==> src/rtl/awu_pkg.sv <==
// Package: shared types and helpers for the address whitening unit.
// Assumes: word and block widths are whole bytes.
package awu_pkg;

    // Direction tag travelling with every block.
    typedef enum logic {
        AWU_FWD = 1'b0,
        AWU_REV = 1'b1
    } awu_dir_e;

    // Number of low address bits cleared to align on one block.
    function automatic int unsigned align_bits(input int unsigned n_words,
                                               input int unsigned word_w);
        return $clog2((n_words * word_w) / 8);
    endfunction

endpackage

==> src/rtl/awu_mask_gen.sv <==
// Module: awu_mask_gen
// Builds the block-aligned base from a byte address. From it, builds one
// mask word per lane: base + lane*bytes_per_word, with lane 0 in the most
// significant position. Purely combinational.
// Assumes: address width equals word width; sums wrap modulo 2^WORD_W.
module awu_mask_gen #(
    parameter int unsigned WORD_W  = 32,
    parameter int unsigned N_WORDS = 4
) (
    input  logic [WORD_W-1:0]         addr_in,
    output logic [WORD_W-1:0]         base_out,
    output logic [N_WORDS*WORD_W-1:0] mask_out
);
    localparam int unsigned ALIGN  = awu_pkg::align_bits(N_WORDS, WORD_W);
    localparam int unsigned STRIDE = WORD_W / 8;

    // Clear the in-block offset bits.
    assign base_out = {addr_in[WORD_W-1:ALIGN], {ALIGN{1'b0}}};

    // One adder per lane; lane g sits at the g-th word from the top.
    for (genvar g = 0; g < N_WORDS; g++) begin : g_lane
        assign mask_out[(N_WORDS-1-g)*WORD_W +: WORD_W] =
            base_out + WORD_W'(g * STRIDE);
    end

endmodule

==> src/rtl/awu_word_collect.sv <==
// Module: awu_word_collect
// Assembles a block from serial word writes. An address write latches the
// base and restarts the count. When an address write and a word write come
// in the same cycle, the word lands in lane 0. last_o marks the cycle that
// completes the block; block_o then shows the full block, new word included.
// Assumes: word_go is already qualified by the caller; N_WORDS is a power of 2.
module awu_word_collect #(
    parameter int unsigned WORD_W  = 32,
    parameter int unsigned N_WORDS = 4
) (
    input  logic                      clk,
    input  logic                      rst_n,
    input  logic                      addr_wr,
    input  logic [WORD_W-1:0]         addr_val,
    input  logic                      word_go,
    input  logic [WORD_W-1:0]         word_val,
    output logic [WORD_W-1:0]         base_o,
    output logic [N_WORDS*WORD_W-1:0] block_o,
    output logic                      last_o
);
    localparam int unsigned CNT_W = (N_WORDS > 1) ? $clog2(N_WORDS) : 1;
    localparam logic [CNT_W-1:0] LAST = CNT_W'(N_WORDS - 1);

    logic [CNT_W-1:0]  cnt_q;
    logic [CNT_W-1:0]  cnt_eff;
    logic [WORD_W-1:0] base_q;
    logic [WORD_W-1:0] lanes_q [N_WORDS];

    // Effective count and base: an address write this cycle takes effect at once.
    always_comb begin
        cnt_eff = addr_wr ? '0 : cnt_q;
        base_o  = addr_wr ? addr_val : base_q;
        last_o  = word_go && (cnt_eff == LAST);
    end

    // Latch the serial base and step the word counter.
    always_ff @(posedge clk) begin
        if (!rst_n) begin
            cnt_q  <= '0;
            base_q <= '0;
        end else begin
            if (addr_wr) begin
                base_q <= addr_val;
            end
            if (word_go) begin
                cnt_q <= (cnt_eff == LAST) ? '0 : cnt_eff + 1'b1;
            end else if (addr_wr) begin
                cnt_q <= '0;
            end
        end
    end

    // Word storage; data only, so no reset is needed.
    always_ff @(posedge clk) begin
        if (word_go) begin
            lanes_q[cnt_eff] <= word_val;
        end
    end

    // Present stored lanes, with the arriving word substituted in its slot.
    for (genvar g = 0; g < N_WORDS; g++) begin : g_asm
        assign block_o[(N_WORDS-1-g)*WORD_W +: WORD_W] =
            (word_go && (cnt_eff == CNT_W'(g))) ? word_val : lanes_q[g];
    end

    // an address write without a word leaves the count at zero.
    a_r5_addr_restarts_count: assert property (@(posedge clk) disable iff (!rst_n)
        addr_wr && !word_go |=> cnt_q == '0);

    // a non-final word moves the count one past the slot it used.
    a_r5_count_steps: assert property (@(posedge clk) disable iff (!rst_n)
        word_go && !last_o |=> cnt_q == $past(cnt_eff) + 1'b1);

    // reset leaves the count and base at zero.
    a_r11_collect_reset: assert property (@(posedge clk)
        !rst_n |=> cnt_q == '0 && base_q == '0);

endmodule

==> src/rtl/awu_out_reg.sv <==
// Module: awu_out_reg
// Single-entry output holding register with a valid/ready handshake.
// Loads a block when empty and keeps it until the consumer takes it.
// Assumes: the caller raises load only while free_o is high.
module awu_out_reg #(
    parameter int unsigned WORD_W  = 32,
    parameter int unsigned N_WORDS = 4
) (
    input  logic                      clk,
    input  logic                      rst_n,
    input  logic                      load,
    input  logic [N_WORDS*WORD_W-1:0] ld_block,
    input  logic [WORD_W-1:0]         ld_addr,
    input  awu_pkg::awu_dir_e         ld_dir,
    input  logic                      out_ready,
    output logic                      free_o,
    output logic                      out_valid,
    output logic [N_WORDS*WORD_W-1:0] out_block,
    output logic [WORD_W-1:0]         out_addr,
    output awu_pkg::awu_dir_e         out_dir
);
    localparam int unsigned ALIGN = awu_pkg::align_bits(N_WORDS, WORD_W);

    // Empty whenever nothing is pending.
    assign free_o = !out_valid;

    // Pending flag: set on load, cleared when the consumer takes the block.
    always_ff @(posedge clk) begin
        if (!rst_n) begin
            out_valid <= 1'b0;
        end else if (load) begin
            out_valid <= 1'b1;
        end else if (out_ready) begin
            out_valid <= 1'b0;
        end
    end

    // Payload capture; only written on load.
    always_ff @(posedge clk) begin
        if (!rst_n) begin
            out_block <= '0;
            out_addr  <= '0;
            out_dir   <= awu_pkg::AWU_FWD;
        end else if (load) begin
            out_block <= ld_block;
            out_addr  <= ld_addr;
            out_dir   <= ld_dir;
        end
    end

    // a stalled block is held with all tags.
    a_r7_hold_while_stalled: assert property (@(posedge clk) disable iff (!rst_n)
        out_valid && !out_ready |=> out_valid && $stable(out_block)
                                    && $stable(out_addr) && $stable(out_dir));

    // nothing is loaded over a pending block.
    a_r8_no_overwrite: assert property (@(posedge clk) disable iff (!rst_n)
        load |-> !out_valid);

    // a load makes the block visible in the next cycle.
    a_r4_load_shows_valid: assert property (@(posedge clk) disable iff (!rst_n)
        load |=> out_valid);

    // any presented address tag is block aligned.
    a_r1_tag_aligned: assert property (@(posedge clk) disable iff (!rst_n)
        out_valid |-> out_addr[ALIGN-1:0] == '0);

    // reset empties the buffer.
    a_r11_out_reset: assert property (@(posedge clk)
        !rst_n |=> !out_valid);

endmodule

==> src/rtl/addr_whiten_unit.sv <==
// Module: addr_whiten_unit (top)
// Whitens a 128-bit block by XORing each 32-bit lane with a mask derived
// from the block-aligned address. Takes either a full beat or an address
// write plus serial word writes. Emits through a one-entry valid/ready
// buffer. The same operation undoes the whitening; in_dir only tags the block.
// Assumes: a beat has priority over a word write in the same cycle.
module addr_whiten_unit #(
    parameter int unsigned WORD_W  = 32,
    parameter int unsigned N_WORDS = 4
) (
    input  logic                      clk,
    input  logic                      rst_n,
    input  logic                      in_dir,
    input  logic                      in_valid,
    output logic                      in_ready,
    input  logic [WORD_W-1:0]         in_addr,
    input  logic [N_WORDS*WORD_W-1:0] in_block,
    input  logic                      addr_wr,
    input  logic [WORD_W-1:0]         addr_val,
    input  logic                      word_wr,
    input  logic [WORD_W-1:0]         word_val,
    output logic                      out_valid,
    input  logic                      out_ready,
    output logic [N_WORDS*WORD_W-1:0] out_block,
    output logic [WORD_W-1:0]         out_addr,
    output logic                      out_dir
);
    localparam int unsigned BLK_W = N_WORDS * WORD_W;

    logic               free;
    logic               beat_go;
    logic               word_go;
    logic [WORD_W-1:0]  col_base;
    logic [BLK_W-1:0]   col_block;
    logic               col_last;
    logic [WORD_W-1:0]  src_addr;
    logic [BLK_W-1:0]   src_block;
    logic [WORD_W-1:0]  aligned;
    logic [BLK_W-1:0]   mask;
    logic               load;
    awu_pkg::awu_dir_e  dir_sel;
    awu_pkg::awu_dir_e  dir_held;

    // Accept rules: the beat wins; words only when empty and no beat.
    always_comb begin
        beat_go = in_valid && free;
        word_go = word_wr && free && !in_valid;
        dir_sel = awu_pkg::awu_dir_e'(in_dir);
    end

    assign in_ready = free;

    awu_word_collect #(.WORD_W(WORD_W), .N_WORDS(N_WORDS)) u_collect (
        .clk      (clk),
        .rst_n    (rst_n),
        .addr_wr  (addr_wr),
        .addr_val (addr_val),
        .word_go  (word_go),
        .word_val (word_val),
        .base_o   (col_base),
        .block_o  (col_block),
        .last_o   (col_last)
    );

    // Select the source of the block being loaded this cycle.
    always_comb begin
        src_addr  = beat_go ? in_addr  : col_base;
        src_block = beat_go ? in_block : col_block;
        load      = beat_go || col_last;
    end

    awu_mask_gen #(.WORD_W(WORD_W), .N_WORDS(N_WORDS)) u_mask (
        .addr_in  (src_addr),
        .base_out (aligned),
        .mask_out (mask)
    );

    awu_out_reg #(.WORD_W(WORD_W), .N_WORDS(N_WORDS)) u_out (
        .clk       (clk),
        .rst_n     (rst_n),
        .load      (load),
        .ld_block  (src_block ^ mask),
        .ld_addr   (aligned),
        .ld_dir    (dir_sel),
        .out_ready (out_ready),
        .free_o    (free),
        .out_valid (out_valid),
        .out_block (out_block),
        .out_addr  (out_addr),
        .out_dir   (dir_held)
    );

    assign out_dir = logic'(dir_held);

    // completing the serial block produces an output next cycle.
    a_r5_fourth_word_emits: assert property (@(posedge clk) disable iff (!rst_n)
        col_last |=> out_valid);

    // the ready signal never shows room while a block is pending.
    a_r8_ready_vs_valid: assert property (@(posedge clk) disable iff (!rst_n)
        out_valid |-> !in_ready);

    // an accepted beat carries its direction to the output.
    a_r9_dir_follows: assert property (@(posedge clk) disable iff (!rst_n)
        in_valid && in_ready |=> out_dir == $past(in_dir));

    // a beat and a word together yield the beat, never the serial block.
    a_r10_beat_priority: assert property (@(posedge clk) disable iff (!rst_n)
        in_valid && in_ready && word_wr |-> !col_last);

endmodule

==> config.mk <==
export PLATFORM = sky130hd
export DESIGN_NAME = addr_whiten_unit
export DESIGN_NICKNAME = d
export VERILOG_FILES = /design/src/rtl/awu_pkg.sv /design/src/rtl/awu_mask_gen.sv /design/src/rtl/awu_word_collect.sv /design/src/rtl/awu_out_reg.sv /design/src/rtl/addr_whiten_unit.sv
export SDC_FILE = /design/constraint.sdc
export NUM_CORES = 1
export LEC_CHECK = 0
export BUFFER_PORTS_ARGS = -buffer_cell sky130_fd_sc_hd__buf_4
export CAP_MARGIN = 20
export CORE_AREA = 2 2 188 190
export DETAILED_ROUTE_END_ITERATION = 10
export DIE_AREA = 0 0 190 192
export HOLD_SLACK_MARGIN = 0.15
export PLACE_DENSITY = 0.73
export SETUP_SLACK_MARGIN = 0.5
export SLEW_MARGIN = 20
export SYNTH_ARGS = -nofsm -noshare
export SYNTH_HDL_FRONTEND = slang
export SYNTH_HIERARCHICAL = 1
export SYNTH_SLANG_ARGS = --single-unit
==> constraint.sdc <==
create_clock -name clk -period 2.7 [get_ports clk]
set_input_delay 0.27 -clock clk [delete_from_list [all_inputs] [get_ports clk]]
set_output_delay 0.27 -clock clk [all_outputs]
set_load 0.05 [all_outputs]
==> results.md <==
- Routed vias: 11000
- Top Ports: 394
- # diodes: 0
- Slew headroom: 0.603
- Root buffer cell: clkbuf_16
- Period utilization: 0.845
- Fmax: 438 MHz
- Critical path startpoint category: register
- Starting density of the core: 0.493
- Vias/cell: 5.02
- CP bufs+invs: 3
- Setup violators final: 0
- Commonest non-fill, non-tap cells in the layout: 419 x buf_4, 251 x mux2i_1, 190 x dfxtp_1, 162 x nor2b_1, 129 x xnor2_1
- CP delay by family, top: multiplexers
- # fillers: 2631
- # port buffers: 385
- Initial DRT Pass Iterations: 4
- Global route overflow: 0
- Yosys Warn Count: 6
- First-pass GRT wire length: 65300 um
- Latest clock arrival within the worst-skew pair: 510 ps
- Drt initial violations: 419
- Unrepaired setup endpoints after global routing: yes
- CTS Buf Count: 37
- Max Cap Viol: 0
- Nets: 1939
- VDD IR-drop max: 470 uV
- Clock Skew: 11.0 ps
- Antenna violations before repair: 0
- HPWL after DPL: 27900 um
- Slowest cell on crit path: dfxtp_4
- Final core occ: 0.642
- Chip Width: 190 um
- Register clock-pin slew on the reported worst setup and hold paths: 60 ps
- Max-slew violations: 0
- Die Ht: 192 um
- Layout area overhead: 30.1%
- Setup CP Type: reg2reg
- Routed WL per cell: 21.3 um
- Crit. End Element: register
- Min-Delay Path Class: in2reg
- Req. time, crit path: 3090 ps
- Row cnt: 68
- Clock Sink Count: 320
- Top cell by count, worst path: mux2i_1
- CTS H-tree depth: 2
- Cells after synthesis: 1366
- Hold Fails Final Rpt: 0
- Pwr per Cell Area: 619 nW/um2
- Drt drc: 0
- Post-Syn Area: 16900 um2
- Min Tclk post-route: 2280 ps
- Leakage: 9.36 nW
- CP Cell Sequence: clkinvlp_4 > and3b_2 > nand2_4 > nor3_4 > buf_6 > buf_12 > mux2_2 > mux2i_1 > xnor2_1 > mux2i_1 > nor2b_1
- Max stage delay on crit path: 350 ps
- Critical path arrival: 2670 ps
- Measured slew at the worst slew-check pin: 596 ps
- Share of cells above drive strength 1: 0.430
- GR Util All Layers: 0.231
- Final GP Congestion: 0.779
- Vias in the first global route: 11300
- Status: complete, no violations
- Routed WL: 46500 um
- Max FO, Critical Path: 5
- TritonCTS clock tree: yes
- Post-DRT Antenna Nets: 0
- Avg Inst Size Synth: 12.4 um2
- Core ar.: 34300 um2
- WHS: 178 ps
- Finished Layout Cells: 2187
- Post-Place Cells: 2028
- Commonest non-fill, non-tap cell in the layout: buf_4
- Largest net degree at the start of global routing: 91
- Clk buf depth: 3
- Die area: 36500 um2
state kept, by name, indices dropped and copies added, names as in the netlist:
name,count
u_collect/base_q,28
u_collect/cnt_q,2
u_collect/lanes_q,128
u_out/out_addr,32
u_out/out_block,128
u_out/out_dir,1
u_out/out_valid,1
per-layer routing:
metal	GRT usage	vias to the layer above	wire, um
met3	0.0632	49	3090
li1	-	5206	-
met4	0.0495	0	713
met2	0.397	328	22700
met1	0.290	5394	20100
met5	0	-	0
per-stage QoR:
| step | area [um2] | TNS (ps) | setup slack, ps | power, W |
|---|---|---|---|---|
| floorplan | 17100 | -29930 | -235 | 0.00788 |
| global placement | 19200 | 0 | 366 | 0.00847 |
| detailed placement | 19200 | 0 | 350 | 0.00852 |
| CTS | 21300 | 0 | 443 | 0.0136 |
| global route | 22000 | 0 | 349 | 0.0141 |
| finish | 22000 | 0 | 418 | 0.0136 |
worst register-to-register path: cells and delay by family (launching register included):
| family | cells | cell delay [ps] |
|---|---|---|
| flops | 1 | 350 |
| xor+xnor | 1 | 100 |
| buf+inv | 3 | 440 |
| simple gates | 4 | 580 |
| mux | 3 | 700 |
cell type report:
type,instances,area [um2],share of cell area
inverter,3,22.5,0.00102
timing repair buffer,517,4610,0.209
tap,455,569,0.0259
multi-input combinational,828,7930,0.360
clock buffer,50,1010,0.0461
sequential,320,7690,0.350
clock inverter,14,171,0.00779
worst paths after layout:
check	from	endpoint	slack, ps	cells after the start
max	u_out/out_valid$_SDFFE_PN0P_	u_out/out_block[37]$_SDFFE_PN0P_	420	11
max reg2reg	u_out/out_valid$_SDFFE_PN0P_	u_out/out_block[37]$_SDFFE_PN0P_	420	11
min reg2reg	u_out/out_addr[2]$_SDFFE_PN0P_	u_out/out_addr[2]$_SDFFE_PN0P_	520	2
min	addr_val[4]	u_collect/base_q[4]$_SDFF_PN0_	180	3
report_power, final:
part	leakage, nW	switching, W	internal, W	total (W)
Combinational	6.03	0.00182	0.00139	0.00320
Sequential	2.74	0.000148	0.00530	0.00545
Clock	0.587	0.00196	0.00301	0.00497
repair_timing:
item / 4_1_cts / 5_1_grt
setup buffers: 9 / 8
pin swaps: 9 / 32
hold buffers: 61 / 0
endpoints found under the setup margin: 147 / 143
endpoints found under the hold margin: 157 / 0
cloned: 6 / 11
gates resized for setup: 20 / 84
(Power assumes the default switching activity.)
